--- config.mk ---
export PLATFORM = sky130hd
export DESIGN_NAME = sram_port_ctrl
export DESIGN_NICKNAME = d
export VERILOG_FILES = /design/src/rtl/sram_port_pkg.sv /design/src/rtl/sram_cycle_timer.sv /design/src/rtl/sram_seq_fsm.sv /design/src/rtl/sram_datapath.sv /design/src/rtl/sram_port_ctrl.sv
export SDC_FILE = /design/constraint.sdc
export NUM_CORES = 1
export LEC_CHECK = 0
export ABC_AREA = 1
export BUFFER_PORTS_ARGS = -buffer_cell sky130_fd_sc_hd__buf_4
export CAP_MARGIN = 20
export CORE_ASPECT_RATIO = 1.1
export CORE_MARGIN = 2
export CORE_UTILIZATION = 47
export DETAILED_ROUTE_END_ITERATION = 6
export MAX_ROUTING_LAYER = met4
export PLACE_DENSITY_LB_ADDON = 0.1
export SYNTH_ARGS = -nofsm -noshare
export SYNTH_HDL_FRONTEND = slang
export SYNTH_HIERARCHICAL = 1
export SYNTH_SLANG_ARGS = --single-unit
export TNS_END_PERCENT = 30
--- constraint.sdc ---
create_clock -name clk -period 2 [get_ports clk]
set_input_delay 0.4 -clock clk [delete_from_list [all_inputs] [get_ports clk]]
set_output_delay 0.4 -clock clk [all_outputs]
set_load 0.1 [all_outputs]
--- src/rtl/sram_port_pkg.sv ---
package sram_port_pkg;

  typedef enum logic [2:0] {
    ST_IDLE    = 3'd0,
    ST_W_SETUP = 3'd1,
    ST_W_PULSE = 3'd2,
    ST_W_DONE  = 3'd3,
    ST_R_WAIT  = 3'd4,
    ST_R_DONE  = 3'd5
  } seq_state_e;

  typedef struct packed {
    logic sel_n;
    logic sel;
    logic we_n;
    logic oe_n;
    logic dq_oe;
    logic ack;
  } pin_set_t;

  localparam pin_set_t PINS_IDLE = '{sel_n: 1'b1, sel: 1'b0, we_n: 1'b1,
                                     oe_n: 1'b1, dq_oe: 1'b0, ack: 1'b0};

  // Pin levels that each state presents to the memory and the host.
  function automatic pin_set_t pins_for(seq_state_e s);
    pin_set_t p;
    p = PINS_IDLE;
    if (s != ST_IDLE) begin
      p.sel_n = 1'b0;
      p.sel   = 1'b1;
    end
    case (s)
      ST_W_PULSE: begin p.we_n = 1'b0; p.dq_oe = 1'b1; end
      ST_W_DONE:  begin p.dq_oe = 1'b1; p.ack = 1'b1; end
      ST_R_WAIT:  p.oe_n = 1'b0;
      ST_R_DONE:  p.ack = 1'b1;
      default:    ;
    endcase
    return p;
  endfunction

endpackage

--- src/rtl/sram_cycle_timer.sv ---
module sram_cycle_timer #(
  parameter int CNT_W = 4
) (
  input  logic             clk,
  input  logic             rst_n,
  input  logic             load,
  input  logic [CNT_W-1:0] load_val,
  output logic             expire
);

  logic [CNT_W-1:0] cnt_q, cnt_d;

  always_comb begin
    cnt_d = cnt_q;
    if (load)
      cnt_d = load_val;
    else if (cnt_q != '0)
      cnt_d = cnt_q - 1'b1;
  end

  always_ff @(posedge clk or negedge rst_n) begin
    if (!rst_n) cnt_q <= '0;
    else        cnt_q <= cnt_d;
  end

  assign expire = (cnt_q == '0);

endmodule

--- src/rtl/sram_seq_fsm.sv ---
module sram_seq_fsm
  import sram_port_pkg::*;
#(
  parameter int RD_WAIT  = 3,
  parameter int WE_PULSE = 2,
  parameter int BUS_GAP  = 1,
  parameter int CNT_W    = 3
) (
  input  logic             clk,
  input  logic             rst_n,
  input  logic             req_valid,
  input  logic             req_write,
  input  logic             expire,
  output logic             accept,
  output logic             capture,
  output logic             load,
  output logic [CNT_W-1:0] load_val,
  output pin_set_t         pins
);

  seq_state_e state_q, state_d;
  pin_set_t   pins_q;

  always_comb begin
    state_d = state_q;
    case (state_q)
      ST_IDLE:    if (req_valid) state_d = req_write ? ST_W_SETUP : ST_R_WAIT;
      ST_W_SETUP: if (expire) state_d = ST_W_PULSE;
      ST_W_PULSE: if (expire) state_d = ST_W_DONE;
      ST_W_DONE:  state_d = ST_IDLE;
      ST_R_WAIT:  if (expire) state_d = ST_R_DONE;
      ST_R_DONE:  state_d = ST_IDLE;
      default:    state_d = ST_IDLE;
    endcase
  end

  always_comb begin
    case (state_d)
      ST_W_SETUP: load_val = CNT_W'(BUS_GAP - 1);
      ST_W_PULSE: load_val = CNT_W'(WE_PULSE - 1);
      ST_R_WAIT:  load_val = CNT_W'(RD_WAIT - 1);
      default:    load_val = '0;
    endcase
  end

  assign load    = (state_d != state_q);
  assign accept  = (state_q == ST_IDLE) && req_valid;
  assign capture = (state_q == ST_R_WAIT) && expire;

  always_ff @(posedge clk or negedge rst_n) begin
    if (!rst_n) begin
      state_q <= ST_IDLE;
      pins_q  <= PINS_IDLE;
    end else begin
      state_q <= state_d;
      pins_q  <= pins_for(state_d);
    end
  end

  assign pins = pins_q;

endmodule

--- src/rtl/sram_datapath.sv ---
module sram_datapath #(
  parameter int ADDR_W = 17,
  parameter int DATA_W = 8
) (
  input  logic              clk,
  input  logic              rst_n,
  input  logic              accept,
  input  logic              capture,
  input  logic [ADDR_W-1:0] req_addr,
  input  logic [DATA_W-1:0] req_wdata,
  input  logic [DATA_W-1:0] mem_dq_in,
  output logic [ADDR_W-1:0] mem_addr,
  output logic [DATA_W-1:0] mem_dq_out,
  output logic [DATA_W-1:0] rsp_rdata
);

  logic [ADDR_W-1:0] addr_q;
  logic [DATA_W-1:0] wdata_q, rdata_q;

  always_ff @(posedge clk or negedge rst_n) begin
    if (!rst_n) begin
      addr_q  <= '0;
      wdata_q <= '0;
    end else if (accept) begin
      addr_q  <= req_addr;
      wdata_q <= req_wdata;
    end
  end

  always_ff @(posedge clk or negedge rst_n) begin
    if (!rst_n)       rdata_q <= '0;
    else if (capture) rdata_q <= mem_dq_in;
  end

  assign mem_addr   = addr_q;
  assign mem_dq_out = wdata_q;
  assign rsp_rdata  = rdata_q;

endmodule

--- src/rtl/sram_port_ctrl.sv ---
module sram_port_ctrl
  import sram_port_pkg::*;
#(
  parameter int ADDR_W   = 17,
  parameter int DATA_W   = 8,
  parameter int RD_WAIT  = 3,
  parameter int WE_PULSE = 2,
  parameter int BUS_GAP  = 1
) (
  input  logic              clk,
  input  logic              rst_n,
  input  logic              req_valid,
  input  logic              req_write,
  input  logic [ADDR_W-1:0] req_addr,
  input  logic [DATA_W-1:0] req_wdata,
  output logic              req_ack,
  output logic [DATA_W-1:0] rsp_rdata,
  output logic [ADDR_W-1:0] mem_addr,
  output logic              mem_sel_n,
  output logic              mem_sel,
  output logic              mem_we_n,
  output logic              mem_oe_n,
  output logic [DATA_W-1:0] mem_dq_out,
  output logic              mem_dq_oe,
  input  logic [DATA_W-1:0] mem_dq_in
);

  localparam int MAX_A = (RD_WAIT > WE_PULSE) ? RD_WAIT : WE_PULSE;
  localparam int MAX_C = (MAX_A > BUS_GAP) ? MAX_A : BUS_GAP;
  localparam int CNT_W = $clog2(MAX_C + 1);

  logic             accept, capture, load, expire;
  logic [CNT_W-1:0] load_val;
  pin_set_t         pins;

  sram_seq_fsm #(
    .RD_WAIT(RD_WAIT), .WE_PULSE(WE_PULSE), .BUS_GAP(BUS_GAP), .CNT_W(CNT_W)
  ) u_fsm (
    .clk(clk), .rst_n(rst_n), .req_valid(req_valid), .req_write(req_write),
    .expire(expire), .accept(accept), .capture(capture), .load(load),
    .load_val(load_val), .pins(pins)
  );

  sram_cycle_timer #(.CNT_W(CNT_W)) u_timer (
    .clk(clk), .rst_n(rst_n), .load(load), .load_val(load_val), .expire(expire)
  );

  sram_datapath #(.ADDR_W(ADDR_W), .DATA_W(DATA_W)) u_dp (
    .clk(clk), .rst_n(rst_n), .accept(accept), .capture(capture),
    .req_addr(req_addr), .req_wdata(req_wdata), .mem_dq_in(mem_dq_in),
    .mem_addr(mem_addr), .mem_dq_out(mem_dq_out), .rsp_rdata(rsp_rdata)
  );

  assign mem_sel_n = pins.sel_n;
  assign mem_sel   = pins.sel;
  assign mem_we_n  = pins.we_n;
  assign mem_oe_n  = pins.oe_n;
  assign mem_dq_oe = pins.dq_oe;
  assign req_ack   = pins.ack;

endmodule

==> metrics.txt, run 1 <==
status=finished, final reports clean; DR WL met2=1.86 mm; Post-CTS Setup Bufs=0; worst-margin pin slew=541 ps; EDFF count, synth=0; DRC=0; min setup slack post-route=244 ps; post-cts sizing count=0; DR pass1 iterations=5; io pins=76; CORE AREA=0.00371 mm²; synthesized flop and latch total=44; Nets=321; Synth Area per Inst=8.99 µm²; share of Yosys cell area claimed by the top area cell type=55.4%; Num CTS Buffers=5; number of core rows=23; relative slew slack=64.0%; Max Slew Vio Count=0; fin crit period=1760 ps; final worst path period share=87.8%; grt ovf=0; Initial Util=49.9%; hold slack=100 ps; share of cells above drive strength 1=36.6%; DR WL met3=243 µm; vias post-DR=1543; Ant. Diodes=0; H-tree levels=2; Clock Skew=6.39 ps; Final Wtd Congestion=0.843; clock tree buffer depth=2; CP required=2180 ps; Yosys top cell by area=dfrtp_1; TNS Setup=0 ps; most used cell, CP=nand2_1; Port Buf Inserts=75; Unique masters post-synth=24; clock latency on the worst-skew pair=280 ps; first-pass GRT wire length=6.58 mm; Iter 0 DRT Violations=113; syn nets=244; post-synthesis sequential area ratio=59.7%; die height=69.8 µm; endpoints failing setup=0; max-cap viol count=0; Final Hold Vio Count=0; crit-path max FO=7; Syn-to-layout area delta=37.0%; commonest non-fill, non-tap cell in the layout=nand2_1; Syn Std Cell Area=0.00185 mm²; element type at the critical path end=flop; Routed Antenna Nets=0; Ys Warns=6; CP Cell Sequence=inv_1 -> ha_1 -> inv_1 -> nand4_1 -> nand2_2 -> o21ai_1 -> nand2_1 -> inv_1 -> nand2_1 -> nand2_1 -> nand2_1; Post-synth top flop=dfrtp_1; DR vias/cell=4.62; Place WS=267 ps; initial antenna violation count=0; largest cells by area after synthesis=dfrtp_1 55%, nand2_1 23%, dfstp_2 4.3%; Worst Setup Path Type=flop to flop; number of buffers and inverters on the critical path=3; slowest stage cell on the critical path=dfrtp_1; root buf cell=clkbuf_8; RSZ-0062 raised after global routing=no; Worst EP arrival=1930 ps; worst hold path class=input pin to async pin; Tot GR Track Use=19.1%; hpwl dp=2.76 mm; CP delay by family, top=simple AND/OR/NAND/NOR gates; vias in the first global route=1464; CTS tree=yes; WL per Instance=11.6 µm; critical path startpoint category=flop; die width=63.8 µm; clock sink count=44; CP peak stage delay=400 ps; Routed WL=3.86 mm; DIE AREA=0.00446 mm²; Fmax=569 MHz; largest net degree at the start of global routing=45; synthesized instance count=206; Hold Buf Count CTS=0; met1 wire length=1.71 mm; R2R cell count=11; Async SR Flop Fraction=100%; clk slew on worst S/H paths=80 ps; most frequent cells in the layout=111 x nand2_1, 75 x buf_4, 41 x dfrtp_1; Max Used Layer=met4; Levels on crit path=11
==> routing by layer <==
metal / GRT usage (%) / vias to the layer above
met4: 6.76 / 0
met2: 29.6 / 48
met3: 5.19 / 4
li1: - / 783
met5: - / -
met1: 23.9 / 708
==> kinds of logic (layout without fill, tap and decap cells) <==
logic type / after synthesis / count (layout) / synth area share, %
flops: 44 / 44 / 59.7
compound gates: 7 / 7 / 1.96
buf+inv: 21 / 99 / 6.55
simple gates: 133 / 133 / 31.1
fa+ha+maj: 1 / 1 / 0.676
==> registers in the layout, indices dropped and copies added (netlist names) <==
signal           flops
u_dp/mem_addr       17
u_fsm/pins           6
u_fsm/state_q        3
u_dp/rsp_rdata       8
u_timer/cnt_q        2
u_dp/mem_dq_out      8
==> final cells by class <==
cell class	count	area (µm²)
fill	324	1180
sequential	44	1100
multi-input combinational	141	632
timing repair buffer	76	583
clock buffer	6	82.6
tap	50	62.6
inverter	15	61.3
clock inverter	2	10.0
==> cell usage after synthesis, types with 2 or more instances <==
library cell  instances
a21oi_1               2
buf_4                 2
buf_6                 4
dfrtp_1              41
dfstp_2               3
inv_1                 9
inv_2                 5
nand2_1             111
nand2_2               2
nand2_4               2
nand3_1               6
nand4_1               2
nor2_1                2
nor2_2                3
o21ai_0               3
==> worst reg2reg max path, stage by stage (launching register included) <==
cell	delay [ps]
dfrtp_1	400
inv_1	60
ha_1	300
inv_1	120
nand4_1	120
nand2_2	100
o21ai_1	140
nand2_1	110
inv_1	110
nand2_1	70
nand2_1	80
nand2_1	50
==> through the flow <==
stage | cell area (µm²) | utilization (%) | cells
6_report | 2540 | 68.3 | 334
3_3_place_gp | 2440 | 65.8 | 326
5_1_grt | 2540 | 68.3 | 334
3_5_place_dp | 2440 | 65.8 | 326
4_1_cts | 2540 | 68.3 | 334
2_1_floorplan | 1850 | - | 206
==> final timing paths <==
path,slack [ps],start,endpoint
setup / recovery,240,u_timer/cnt_q[0],u_timer/cnt_q[1]
hold / removal,100,rst_n,u_dp/mem_dq_out[3]
setup reg to reg,240,u_timer/cnt_q[0],u_timer/cnt_q[1]
hold reg to reg,470,u_dp/mem_addr[16],u_dp/mem_addr[16]
max in group asynchronous,1520,rst_n,u_fsm/pins[3]
min in group clk,310,mem_dq_in[3],u_dp/rsp_rdata[3]
Power of run 1 is not shown: default switching activity piles up to over one toggle a cycle in this logic, so the estimate is an artifact.
==> inputs of run 2 (changes only) <==
--- a/config.mk
+++ b/config.mk
@@ -13,7 +13,9 @@
 export CORE_UTILIZATION = 47
 export DETAILED_ROUTE_END_ITERATION = 6
 export MAX_ROUTING_LAYER = met4
-export PLACE_DENSITY_LB_ADDON = 0.1
+export PLACE_DENSITY = 0.86
+export SETUP_SLACK_MARGIN = 0.2
+export SLEW_MARGIN = 30
 export SYNTH_ARGS = -nofsm -noshare
 export SYNTH_HDL_FRONTEND = slang
 export SYNTH_HIERARCHICAL = 1
==> run 2 against run 1 <==
Against the previous run:
- critical path depth unchanged
- global-route usage about the same
- setup slack improved by 98 ps
- sequential share of layout area about the same
- non-clock buffer count unchanged
- critical endpoint is now u_timer/cnt_q[0]
==> metrics.txt, run 2 (synthesis results as in run 1) <==
status=finished, final reports clean; Hold Buf Count CTS=0; commonest non-fill, non-tap cell in the layout=nand2_1; Ant. Diodes=0; final core utilization=68.4%; fin crit period=1660 ps; Post-CTS Setup Bufs=0; Final Wtd Congestion=0.895; DR vias/cell=4.65; first-pass GRT wire length=6.49 mm; DR pass1 iterations=4; CTS tree=yes; worst-margin pin slew=536 ps; clock latency on the worst-skew pair=290 ps; Routed Antenna Nets=0; vias in the first global route=1462; TNS Setup=0 ps; Num CTS Buffers=5; Iter 0 DRT Violations=73; clock sink count=44; Clock Skew=7.41 ps; share of cells above drive strength 1=36.3%; vias post-DR=1553; crit-path max FO=7; clock tree buffer depth=2; number of flip-flops in the largest register=17; Worst setup startpoint=u_timer/cnt_q[0]; largest net degree at the start of global routing=45; clk slew on worst S/H paths=80 ps; final worst path period share=82.9%; Routed WL=3.95 mm; Worst EP arrival=1840 ps; Port Buf Inserts=75; fillers=308; Worst Setup Path Type=flop to flop; hpwl dp=2.85 mm; Final Hold Vio Count=0; root buf cell=clkbuf_8; Nets=321; fin area=0.00254 mm²; worst hold path class=input pin to async pin; initial antenna violation count=0; WL per Instance=11.8 µm; Max Slew Vio Count=0; DRC=0; endpoints failing setup=0; io pins=76; Reg-to-Reg Start=u_timer/cnt_q[0]; Initial Util=49.9%; Tot GR Track Use=19.1%; CP required=2190 ps; critical path startpoint category=flop; RSZ-0062 raised after global routing=no; DIE AREA=0.00446 mm²; grt ovf=0; die height=69.8 µm; max-cap viol count=0; CORE AREA=0.00371 mm²; reg2reg setup slack=340 ps; number of core rows=23; H-tree levels=2; most frequent cells in the layout=111 x nand2_1, 75 x buf_4, 41 x dfrtp_1; Fmax=603 MHz; relative slew slack=64.3%; Syn-to-layout area delta=37.0%; element type at the critical path end=flop; DP Area=0.00244 mm²; die width=63.8 µm
run 2: cell count changes in the layout (fill, tap and decap cells not counted):
cell / before / now
clkbuf_1: 0 / 2
clkbuf_8: 6 / 5
clkinv_2: 2 / 1
ha_1: 1 / 0
ha_4: 0 / 1
run 2: routing by layer:
metal  track usage [%]  up-vias  part of all wire (%)
met2              31.8       45                    53
met5                 -        -                     0
met1              21.5      722                    40
met4              8.70        0                   1.4
li1                  -      780                     -
met3              4.55        6                   5.9
run 2: worst max-delay path, cell delays in order (launching register included):
cell and delay, ps:
dfrtp_1 400, inv_1 100, ha_4 190, inv_1 70
nand4_1 100, nand2_2 100, o21ai_1 150, nand2_1 140
nand2_1 100, o21ai_0 90, nand2_1 60, nand2_1 40
run 2: metrics by stage:
step / setup slack (ps) / std cells / hold WS, ps
2_1_floorplan: 448 / 206 / 104
3_3_place_gp: 358 / 326 / 417
3_5_place_dp: 225 / 326 / 422
4_1_cts: 225 / 334 / 99.7
5_1_grt: 223 / 334 / 132
6_report: 342 / 334 / 81.4
run 2: final cells by class:
cell class                      instances  area (µm²)  area share [%]
Sequential cell                        44        1100            43.5
Timing Repair Buffer                   76         583            23.0
Multi-Input combinational cell        141         644            25.4
Inverter                               15        61.3            2.42
Tap cell                               50        62.6            2.47
Clock inverter                          1        5.00           0.197
Clock buffer                            7        76.3            3.01
run 2: worst paths after layout:
check / endpoint / cells past startpoint
max: u_timer/cnt_q[0] / 11
min: u_dp/mem_dq_out[4] / 1
min in group clk: u_dp/rsp_rdata[7] / 3
max in group asynchronous: u_fsm/pins[3] / 1
min reg2reg: u_dp/mem_dq_out[7] / 2
max reg2reg: u_timer/cnt_q[0] / 11
run 2: what timing repair did:
item / in CTS / in global routing
endpoints found under the hold margin: 0 / 0
endpoints found under the setup margin: 0 / 2
gates resized for setup: 0 / 2
Power of run 2 is left out for the same reason.
